## src/rtl/bru_pkg.sv

```systemverilog
package bru_pkg;

  localparam int XLEN   = 32;
  localparam int OPT_W  = 4;
  localparam int IDX_W  = 5;
  localparam int OPC_W  = 6;
  localparam int XO_W   = 10;
  localparam int STEP   = 4;

  localparam logic [OPC_W-1:0] OPC_DIRECT = 6'd18;
  localparam logic [OPC_W-1:0] OPC_COND   = 6'd16;
  localparam logic [OPC_W-1:0] OPC_EXT    = 6'd19;
  localparam logic [XO_W-1:0]  XO_VIA_LR  = 10'd16;
  localparam logic [XO_W-1:0]  XO_VIA_CTR = 10'd528;

  typedef enum logic [2:0] {
    FORM_NONE,
    FORM_DIRECT,
    FORM_COND,
    FORM_VIA_CTR,
    FORM_VIA_LR
  } form_e;

  typedef struct packed {
    logic ctr_dec;
    logic ctr_want_zero;
    logic use_cr;
    logic cr_want_set;
    logic rsvd;
  } opt_t;

  // Option code -> test recipe. Undefined codes give an empty recipe
  // (unconditional) plus the reserved marker.
  function automatic opt_t opt_decode(input logic [OPT_W-1:0] code);
    opt_t o;
    o = '0;
    case (code)
      4'b0000, 4'b0001, 4'b0100, 4'b0101, 4'b1000, 4'b1001: begin
        o.ctr_dec       = 1'b1;
        o.ctr_want_zero = code[0];
        o.use_cr        = ~code[3];
        o.cr_want_set   = code[2];
      end
      4'b0010, 4'b0110: begin
        o.use_cr      = 1'b1;
        o.cr_want_set = code[2];
      end
      4'b1010: o = '0;
      default: o.rsvd = 1'b1;
    endcase
    return o;
  endfunction

  function automatic logic [XLEN-1:0] cond_offset(input logic [31:0] iw);
    return {{(XLEN-16){iw[15]}}, iw[15:2], 2'b00};
  endfunction

  function automatic logic [XLEN-1:0] direct_offset(input logic [31:0] iw);
    return {{(XLEN-26){iw[25]}}, iw[25:2], 2'b00};
  endfunction

  function automatic logic [XLEN-1:0] word_align(input logic [XLEN-1:0] v);
    return {v[XLEN-1:2], 2'b00};
  endfunction

  // Bit numbering runs from the most significant end.
  function automatic logic cr_pick(input logic [XLEN-1:0] crv,
                                   input logic [IDX_W-1:0] idx);
    return crv[(XLEN-1) - int'(idx)];
  endfunction

endpackage

```

## src/rtl/bru_decode.sv

```systemverilog
module bru_decode
  import bru_pkg::*;
(
  input  logic [31:0]      iw,
  output form_e            form,
  output logic             is_cond,
  output opt_t             opt,
  output logic [IDX_W-1:0] cr_idx,
  output logic             hint,
  output logic             abs_sel,
  output logic             link
);

  logic [OPC_W-1:0] opc;
  logic [XO_W-1:0]  xo;

  assign opc = iw[31:26];
  assign xo  = iw[10:1];

  always_comb begin
    case (opc)
      OPC_DIRECT: form = FORM_DIRECT;
      OPC_COND:   form = FORM_COND;
      OPC_EXT: begin
        if (xo == XO_VIA_LR)       form = FORM_VIA_LR;
        else if (xo == XO_VIA_CTR) form = FORM_VIA_CTR;
        else                       form = FORM_NONE;
      end
      default:    form = FORM_NONE;
    endcase
  end

  assign is_cond = (form == FORM_COND) || (form == FORM_VIA_CTR) ||
                   (form == FORM_VIA_LR);
  assign opt     = is_cond ? opt_decode(iw[25:22]) : '0;
  assign cr_idx  = iw[20:16];
  assign hint    = is_cond & iw[21];
  assign abs_sel = iw[1] & ((form == FORM_DIRECT) || (form == FORM_COND));
  assign link    = (form != FORM_NONE) & iw[0];

endmodule

```

## src/rtl/bru_cond.sv

```systemverilog
module bru_cond
  import bru_pkg::*;
(
  input  form_e            form,
  input  logic             is_cond,
  input  opt_t             opt,
  input  logic [XLEN-1:0]  crv,
  input  logic [IDX_W-1:0] cr_idx,
  input  logic [XLEN-1:0]  ctr_in,
  output logic [XLEN-1:0]  ctr_next,
  output logic             dec_en,
  output logic             take
);

  logic ctr_ok;
  logic cr_ok;
  logic cr_bit;

  assign ctr_next = ctr_in - XLEN'(1);
  assign cr_bit   = cr_pick(crv, cr_idx);
  assign ctr_ok   = ~opt.ctr_dec | ((ctr_next == '0) == opt.ctr_want_zero);
  assign cr_ok    = ~opt.use_cr  | (cr_bit == opt.cr_want_set);
  assign dec_en   = is_cond & opt.ctr_dec;
  assign take     = (form == FORM_DIRECT) | (is_cond & ctr_ok & cr_ok);

endmodule

```

## src/rtl/bru_target.sv

```systemverilog
module bru_target
  import bru_pkg::*;
(
  input  form_e           form,
  input  logic [31:0]     iw,
  input  logic            abs_sel,
  input  logic [XLEN-1:0] pc_in,
  input  logic [XLEN-1:0] ctr_in,
  input  logic [XLEN-1:0] lr_in,
  output logic [XLEN-1:0] target,
  output logic [XLEN-1:0] seq_pc
);

  logic [XLEN-1:0] base;

  assign seq_pc = pc_in + XLEN'(STEP);
  assign base   = abs_sel ? '0 : pc_in;

  always_comb begin
    case (form)
      FORM_DIRECT:  target = base + direct_offset(iw);
      FORM_COND:    target = base + cond_offset(iw);
      FORM_VIA_CTR: target = word_align(ctr_in);
      FORM_VIA_LR:  target = word_align(lr_in);
      default:      target = seq_pc;
    endcase
  end

endmodule

```

## src/rtl/bru_unit.sv

```systemverilog
module bru_unit
  import bru_pkg::*;
(
  input  logic            clk,
  input  logic            rst_n,
  input  logic            in_valid,
  input  logic [31:0]     instr,
  input  logic [XLEN-1:0] pc,
  input  logic [XLEN-1:0] cr,
  input  logic [XLEN-1:0] ctr,
  input  logic [XLEN-1:0] lr,
  output logic            out_valid,
  output logic            taken,
  output logic [XLEN-1:0] next_pc,
  output logic            ctr_we,
  output logic [XLEN-1:0] ctr_wdata,
  output logic            lr_we,
  output logic [XLEN-1:0] lr_wdata,
  output logic            hint,
  output logic            reserved
);

  form_e            form_w;
  logic             is_cond_w;
  opt_t             opt_w;
  logic [IDX_W-1:0] idx_w;
  logic             hint_w;
  logic             abs_w;
  logic             link_w;
  logic [XLEN-1:0]  ctr_next_w;
  logic             dec_en_w;
  logic             taken_w;
  logic [XLEN-1:0]  target_w;
  logic [XLEN-1:0]  seq_w;
  logic [XLEN-1:0]  npc_w;
  logic             rsvd_w;

  bru_decode u_dec (
    .iw      (instr),
    .form    (form_w),
    .is_cond (is_cond_w),
    .opt     (opt_w),
    .cr_idx  (idx_w),
    .hint    (hint_w),
    .abs_sel (abs_w),
    .link    (link_w)
  );

  bru_cond u_cond (
    .form     (form_w),
    .is_cond  (is_cond_w),
    .opt      (opt_w),
    .crv      (cr),
    .cr_idx   (idx_w),
    .ctr_in   (ctr),
    .ctr_next (ctr_next_w),
    .dec_en   (dec_en_w),
    .take     (taken_w)
  );

  bru_target u_tgt (
    .form    (form_w),
    .iw      (instr),
    .abs_sel (abs_w),
    .pc_in   (pc),
    .ctr_in  (ctr),
    .lr_in   (lr),
    .target  (target_w),
    .seq_pc  (seq_w)
  );

  assign npc_w  = taken_w ? target_w : seq_w;
  assign rsvd_w = opt_w.rsvd;

  always_ff @(posedge clk) begin
    if (!rst_n) begin
      out_valid <= 1'b0;
      taken     <= 1'b0;
      next_pc   <= '0;
      ctr_we    <= 1'b0;
      ctr_wdata <= '0;
      lr_we     <= 1'b0;
      lr_wdata  <= '0;
      hint      <= 1'b0;
      reserved  <= 1'b0;
    end else begin
      out_valid <= in_valid;
      ctr_we    <= in_valid & dec_en_w;
      lr_we     <= in_valid & link_w;
      if (in_valid) begin
        taken     <= taken_w;
        next_pc   <= npc_w;
        ctr_wdata <= ctr_next_w;
        lr_wdata  <= seq_w;
        hint      <= hint_w;
        reserved  <= rsvd_w;
      end
    end
  end

endmodule

```

## config.mk

```make
export PLATFORM = sky130hd
export DESIGN_NAME = bru_unit
export DESIGN_NICKNAME = d
export VERILOG_FILES = /design/src/rtl/bru_pkg.sv /design/src/rtl/bru_decode.sv /design/src/rtl/bru_cond.sv /design/src/rtl/bru_target.sv /design/src/rtl/bru_unit.sv
export SDC_FILE = /design/constraint.sdc
export NUM_CORES = 1
export LEC_CHECK = 0
export ABC_AREA = 1
export BUFFER_PORTS_ARGS = -buffer_cell sky130_fd_sc_hd__buf_4
export CORE_MARGIN = 5
export CORE_UTILIZATION = 54
export CTS_CLUSTER_DIAMETER = 40
export DETAILED_ROUTE_END_ITERATION = 7
export GPL_TIMING_DRIVEN = 0
export PLACE_DENSITY = 0.9
export SLEW_MARGIN = 10
export SYNTH_ARGS = -nofsm -noshare
export SYNTH_HDL_FRONTEND = slang
export SYNTH_SLANG_ARGS = --single-unit
```

## constraint.sdc

```tcl
create_clock -name clk -period 6.8 [get_ports clk]
set_clock_uncertainty 0.15 [all_clocks]
set_input_delay 1.02 -clock clk [delete_from_list [all_inputs] [get_ports clk]]
set_output_delay 1.02 -clock clk [all_outputs]
set_load 0.005 [all_outputs]
```

### After elaboration in Yosys (flattened, before gate mapping)

Index checks and enable logic that the tools add are counted.

| word-level totals | value |
|---|---|
| register bits | 102 |
| bits of input ports | 163 |
| logic and storage cells | 70 |

| cells by class | value |
|---|---|
| add/subtract/negate cells | 5 |
| order comparisons | 1 |
| eq/ne operators | 19 |
| mux-type cells | 13 |
| bitwise logic cells | 14 |
| reduce and logical (&&, ||, !) cells | 9 |

Operator list:

| operator | count |
|---|---|
| one-hot mux 32 bit (4 select lines) | 1 |
| adder 32 bit | 2 |
| two-way mux 32 bit | 2 |
| adder 32 x 3 -> 32 bit, second input constant | 1 |
| logical NOT 32 bit | 1 |
| < comparator 32 x 7 -> 1 bit, second input constant | 1 |
| subtractor 32 x 1 -> 32 bit, second input constant | 1 |
| equality test 6 x 5 -> 1 bit, second input constant | 3 |
| equality test 4 x 3 -> 1 bit, second input constant | 3 |
| equality test 4 bit, second input constant | 3 |
| equality test 10 bit, second input constant | 1 |
| equality test 10 x 5 -> 1 bit, second input constant | 1 |
| one-hot mux 3 bit (3 select lines) | 1 |
| OR reduction 9 bit | 1 |
| bitwise AND 1 bit | 8 |
| equality test 3 x 2 -> 1 bit, second input constant | 2 |
| OR reduction 6 bit | 1 |
| subtractor 5 x 5 -> 6 bit, first input constant | 1 |
| binary-select mux 1 bit (select 5 bit) | 1 |
| two-way mux 5 bit | 1 |
| equality test 4 x 1 -> 1 bit, second input constant | 1 |
| equality test 4 x 2 -> 1 bit, second input constant | 1 |
| logical NOT 4 bit | 1 |
| two-way mux 2 bit | 2 |
| other kinds (11) | 20 |

### Longest topological paths before layout

| depth | value |
|---|---|
| depth after elaboration | 14 |
| mapped depth | 29 |
| depth with buffers taken out | 28 |

### Modules after synthesis

From an unflattened synthesis, not the netlist that was laid out.

| second synthesis, totals | value |
|---|---|
| cell total of the unflattened synthesis | 1767 |
| area, all modules | 9764.4 µm² |

Modules (own cells, without submodules):

| module | times used | cells each | area an instance (µm²) |
|---|---|---|---|
| bru_target | 1 | 836 | 4006.3 |
| bru_unit | 1 | 538 | 3901.2 |
| bru_cond | 1 | 340 | 1555.2 |
| bru_decode | 1 | 53 | 301.5 |

### Worst setup path before layout

No wires, ideal clock.

| timing | value |
|---|---|
| path kind | input-to-reg |
| from | input instr[29] |
| to | register next_pc[26] |
| library setup time | 139 ps |
| data arrival time | 3974 ps |
| slack | 2537 ps |
| stages | 19 |
| path buffers | 2 |
| cell sequence | nor2_1 -> nand4_1 -> nand2_1 -> nand2_1 -> inv_1 -> clkbuf_1 -> buf_1 -> nor2_1 -> ha_1 -> nand2_1 -> nor4_1 -> nand3_1 -> nand3_1 -> a21o_1 -> a21oi_1 -> o21ai_0 -> nand3_1 -> nand2_1 -> a21oi_2 |

| between the ends | value |
|---|---|
| word-level cells in the longest chain between the ends | 12 |
| elaborated cells on any way between the ends | 27 |
| those cells by class | 2 x add/sub; 9 x eq/ne; 5 x mux; 8 x bitwise; 3 x reduce/logical |

Ends and longest elaborated chain:

| item | line | text |
|---|---|---|
| start, declared | bru_unit.sv:7 | `input logic [31:0] instr,` |
| equality test 6 x 5 -> 1 bit | bru_decode.sv:21 | `case (opc)` |
| one-hot mux 3 bit (3 select lines) (*) | bru_decode.sv:21 |  |
| branches (longest 9 deep; another with adder 32 bit) | - |  |
| two-way mux 32 bit (*) | bru_unit.sv:72 | `assign npc_w = taken_w ? target_w : seq_w;` |
| end signal, assigned | bru_unit.sv:92 | `next_pc <= npc_w;` |
| end, declared | bru_unit.sv:14 | `output logic [XLEN-1:0] next_pc,` |

Mark *: on every way between the ends.
A chain may end at the register's enable or synchronous reset.

### Final worst setup path

Ends and elaborated chain as after synthesis.

==> results by group <==
Logic synthesis
  – Synth warn: 0
  – Asr flop ratio synth: 0
  – Synth Instances: 1465
  – Register area share after synthesis: 0.241
  – Synth Area in Compound Gates: 0.187
  – Primary FF master, synth: dfxtp_1
  – Synth cell types: 45
  – Cell Area, Synth: 0.00849 mm²
  – XOR/XNOR Fraction of Synth Area: 0.0206
  – Synth top area cells: dfxtp_1 (24%), nand2_1 (18%), nor2_1 (9.2%)
  – Avg Inst Size Synth: 5.79 µm²
  – Top cell type by total area after synthesis: dfxtp_1
  – Synth top area share: 0.241
  – Main combinational cell family by area after synthesis: simple AND/OR/NAND/NOR gates
  – Synth Register Bits: 102
  – Count leader, synth: nand2_1
  – Adder-cell area share of the yosys netlist: 0.0495
  – Multiplexer share of the synthesized area: 0
  – Post-synth EDFFs: 0
  – Top post-synthesis cells by count: nand2_1 (410), nor2_1 (208), inv_1 (179)
  – Simple-gate area share of the yosys netlist: 0.398
  – Post-Syn Nets: 1661

Layout
  – Final layout net count: 1931
  – Area growth, synth to finish: 29.6%
  – Total of fill cells in the finished design: 1343
  – Final instance area: 0.0110 mm²
  – Register area: 0.00204 mm²
  – Number of diodes: 0
  – Fraction of final layout cells sized beyond drive strength 1: 0.189
  – Footprint of the multi-input gates: 0.00556 mm²

Worst setup path
  – RR Endpoint: ctr_wdata[5]
  – Startpoint types: input pin
  – Class of the most critical setup path: input pin to register
  – Crit. End Element: register
  – Reg2reg start: ctr_wdata[5]
  – Critical path arrival: 5.99 ns
  – CP max FO: 10
  – FF-to-FF path depth: 4
  – WP data required: 6.87 ns
  – Worst reg2reg setup slack: 5.89 ns

Flow run
  – Max_cap viols: 0

Timing
  – Final worst path period share: 0.870
  – Final hold vios: 0
  – Slew margin rel.: 0.384
  – Fin crit period: 5.92 ns
  – Max frequency: 0.169 GHz
  – Slew @ Worst Pin: 0.916 ns
  – Final Setup Violations: 0
  – Final worst-path setup slack: 0.884 ns
  – Unrepaired setup endpoints after global routing: false
  – Setup TNS: 0 ns
  – Fin. max-slew vios: 0

Clock tree
  – Maximum clock path buffer count: 2
  – CTS tree: yes
  – Post CTS Setup Buffer Count: 0
  – Clock Root Buffer: clkbuf_16
  – Clock slew at reported path FFs: 0.08 ns
  – Hold bufs inserted after CTS: 0
  – Num CTS Buffers: 9
  – H-tree depth: 3
  – Clk_lat worst skew: 0.35 ns
  – Clock sink count: 102
  – Resize count post-CTS: 0

Pwr
  – VDD IR max: 0.000123 V
  – PD cells: 158 mW/mm²
  – LEAKAGE: 0.00549 µW

Die
  – Cell row count: 45
  – Die area: 0.0183 mm²
  – Initial cell density of the core: 0.554
  – Area of the core region: 0.0153 mm²
  – # IOs: 265
  – Die Height: 135 µm
  – Die width: 135 µm

Place
  – Placed Area: 0.0107 mm²
  – Gp weighted congestion: 1.04
  – Place WS: 0.830 ns
  – HPWL Detailed: 32000 µm
  – Port Buffer Count: 259

Min path
  – Hold WC Path Type: register to register
  – Hold Path Origin: lr_wdata[13]
  – Cells on Worst Hold Path: 2
  – Hold worst-path end: lr_wdata[13]

Drt
  – 1st-pass router iterations: 5
  – ANT nets after route: 0
  – Routed len/inst: 19.6 µm
  – DR vias: 11400
  – Post-route DRC: 0
  – Vias/cell: 5.86
  – WL final: 38200 µm
  – Initial drt markers: 1586

Global routing
  – First-pass GRT wire length: 56600 µm
  – GRT overflow: 0
  – Antenna violations before repair: 0
  – Tot GR Track Use: 0.397
  – Via count of the first global-routing pass: 10400
  – Largest net degree at the start of global routing: 20

Run status
  – Status: finished clean
==> worst max-delay path by stage <==
stage	depth (start not counted)	startpoint	endpoint	slack, ns
6_report	20	instr[29]	next_pc[26]	0.88
5_1_grt	20	instr[29]	next_pc[26]	0.76
2_1_floorplan	19	instr[29]	next_pc[26]	2.54
3_3_place_gp	20	instr[29]	next_pc[26]	0.90
4_1_cts	20	instr[29]	next_pc[26]	1.19
3_5_place_dp	20	instr[29]	next_pc[26]	0.83
==> registers in the layout, summed over array words and instances (netlist names) <==
signal and count:
next_pc 32, lr_we 1, lr_wdata 32, hint 1
ctr_we 1, taken 1, reserved 1, ctr_wdata 32
out_valid 1
==> cell families (layout without fill, tap and decap cells) <==
kind of cell,after synthesis,in the layout
xor gates and xnor gates,20,20
adders and majority gates,33,33
AOI/OAI and AO/OA,285,285
and+or+nand+nor,798,798
buffers and inverters,227,502
DFF,102,102
==> cell usage in the layout (no fill, tap or decap), types with 17 or more instances in the layout <==
cell	synthesis	routed
nand2_1	410	410
buf_4	2	261
nor2_1	208	208
inv_1	179	179
a21oi_1	110	110
o21ai_0	108	108
dfxtp_1	102	102
nand3_1	101	101
clkbuf_1	32	32
ha_1	32	32
nand4_1	20	20
xor2_1	17	17
a31oi_1	17	17
==> worst max-delay path, cell delays in order <==
cell and delay, ns:
buf_4 0.11, nor2_1 0.20, nand3_1 0.45, nand2_1 0.53, nand2_1 0.14, inv_1 0.09
clkbuf_1 0.50, buf_1 0.39, nor2_1 0.09, ha_1 0.37, nand2_1 0.13, nor4_1 0.82
nand3_1 0.18, nand3_1 0.21, a21o_1 0.15, a21oi_1 0.06, o21ai_0 0.16, nand3_1 0.21
nand2_1 0.13, a21oi_2 0.05
==> metrics by stage <==
stage | utilization | hold slack (ns) | power, µW | std cells
global placement | 0.698 | 0.302 | 1180 | 1935
floorplan | - | 0.308 | 933 | 1465
CTS | 0.718 | 0.319 | 1710 | 1951
global route | 0.718 | 0.330 | 1800 | 1951
detailed placement | 0.698 | 0.308 | 1190 | 1935
finish | 0.718 | 0.323 | 1730 | 1951
==> layer usage <==
metal  global-route usage  up-vias  wire length, µm
met4                0.146        0             1580
met2                0.622      841            16700
li1                     -     5303                -
met1                0.547     5158            15100
met5                    0        -                0
met3               0.0721      123             4790
==> where the power goes <==
group	internal, µW	switching [µW]	total [µW]
clock network	270	265	535
registers	634	25.1	659
logic	215	325	540
total	1120	615	1730
==> cell type report <==
type / count / share of cell area
plain buffers: 46 / 0.0183
flip-flops and latches: 102 / 0.186
clock inverters: 6 / 0.00569
well taps: 211 / 0.0240
inverters: 181 / 0.0618
repair buffers: 259 / 0.177
multi-input cells: 1136 / 0.506
clock buffers: 10 / 0.0217
Power figures use the tool's default switching activity.
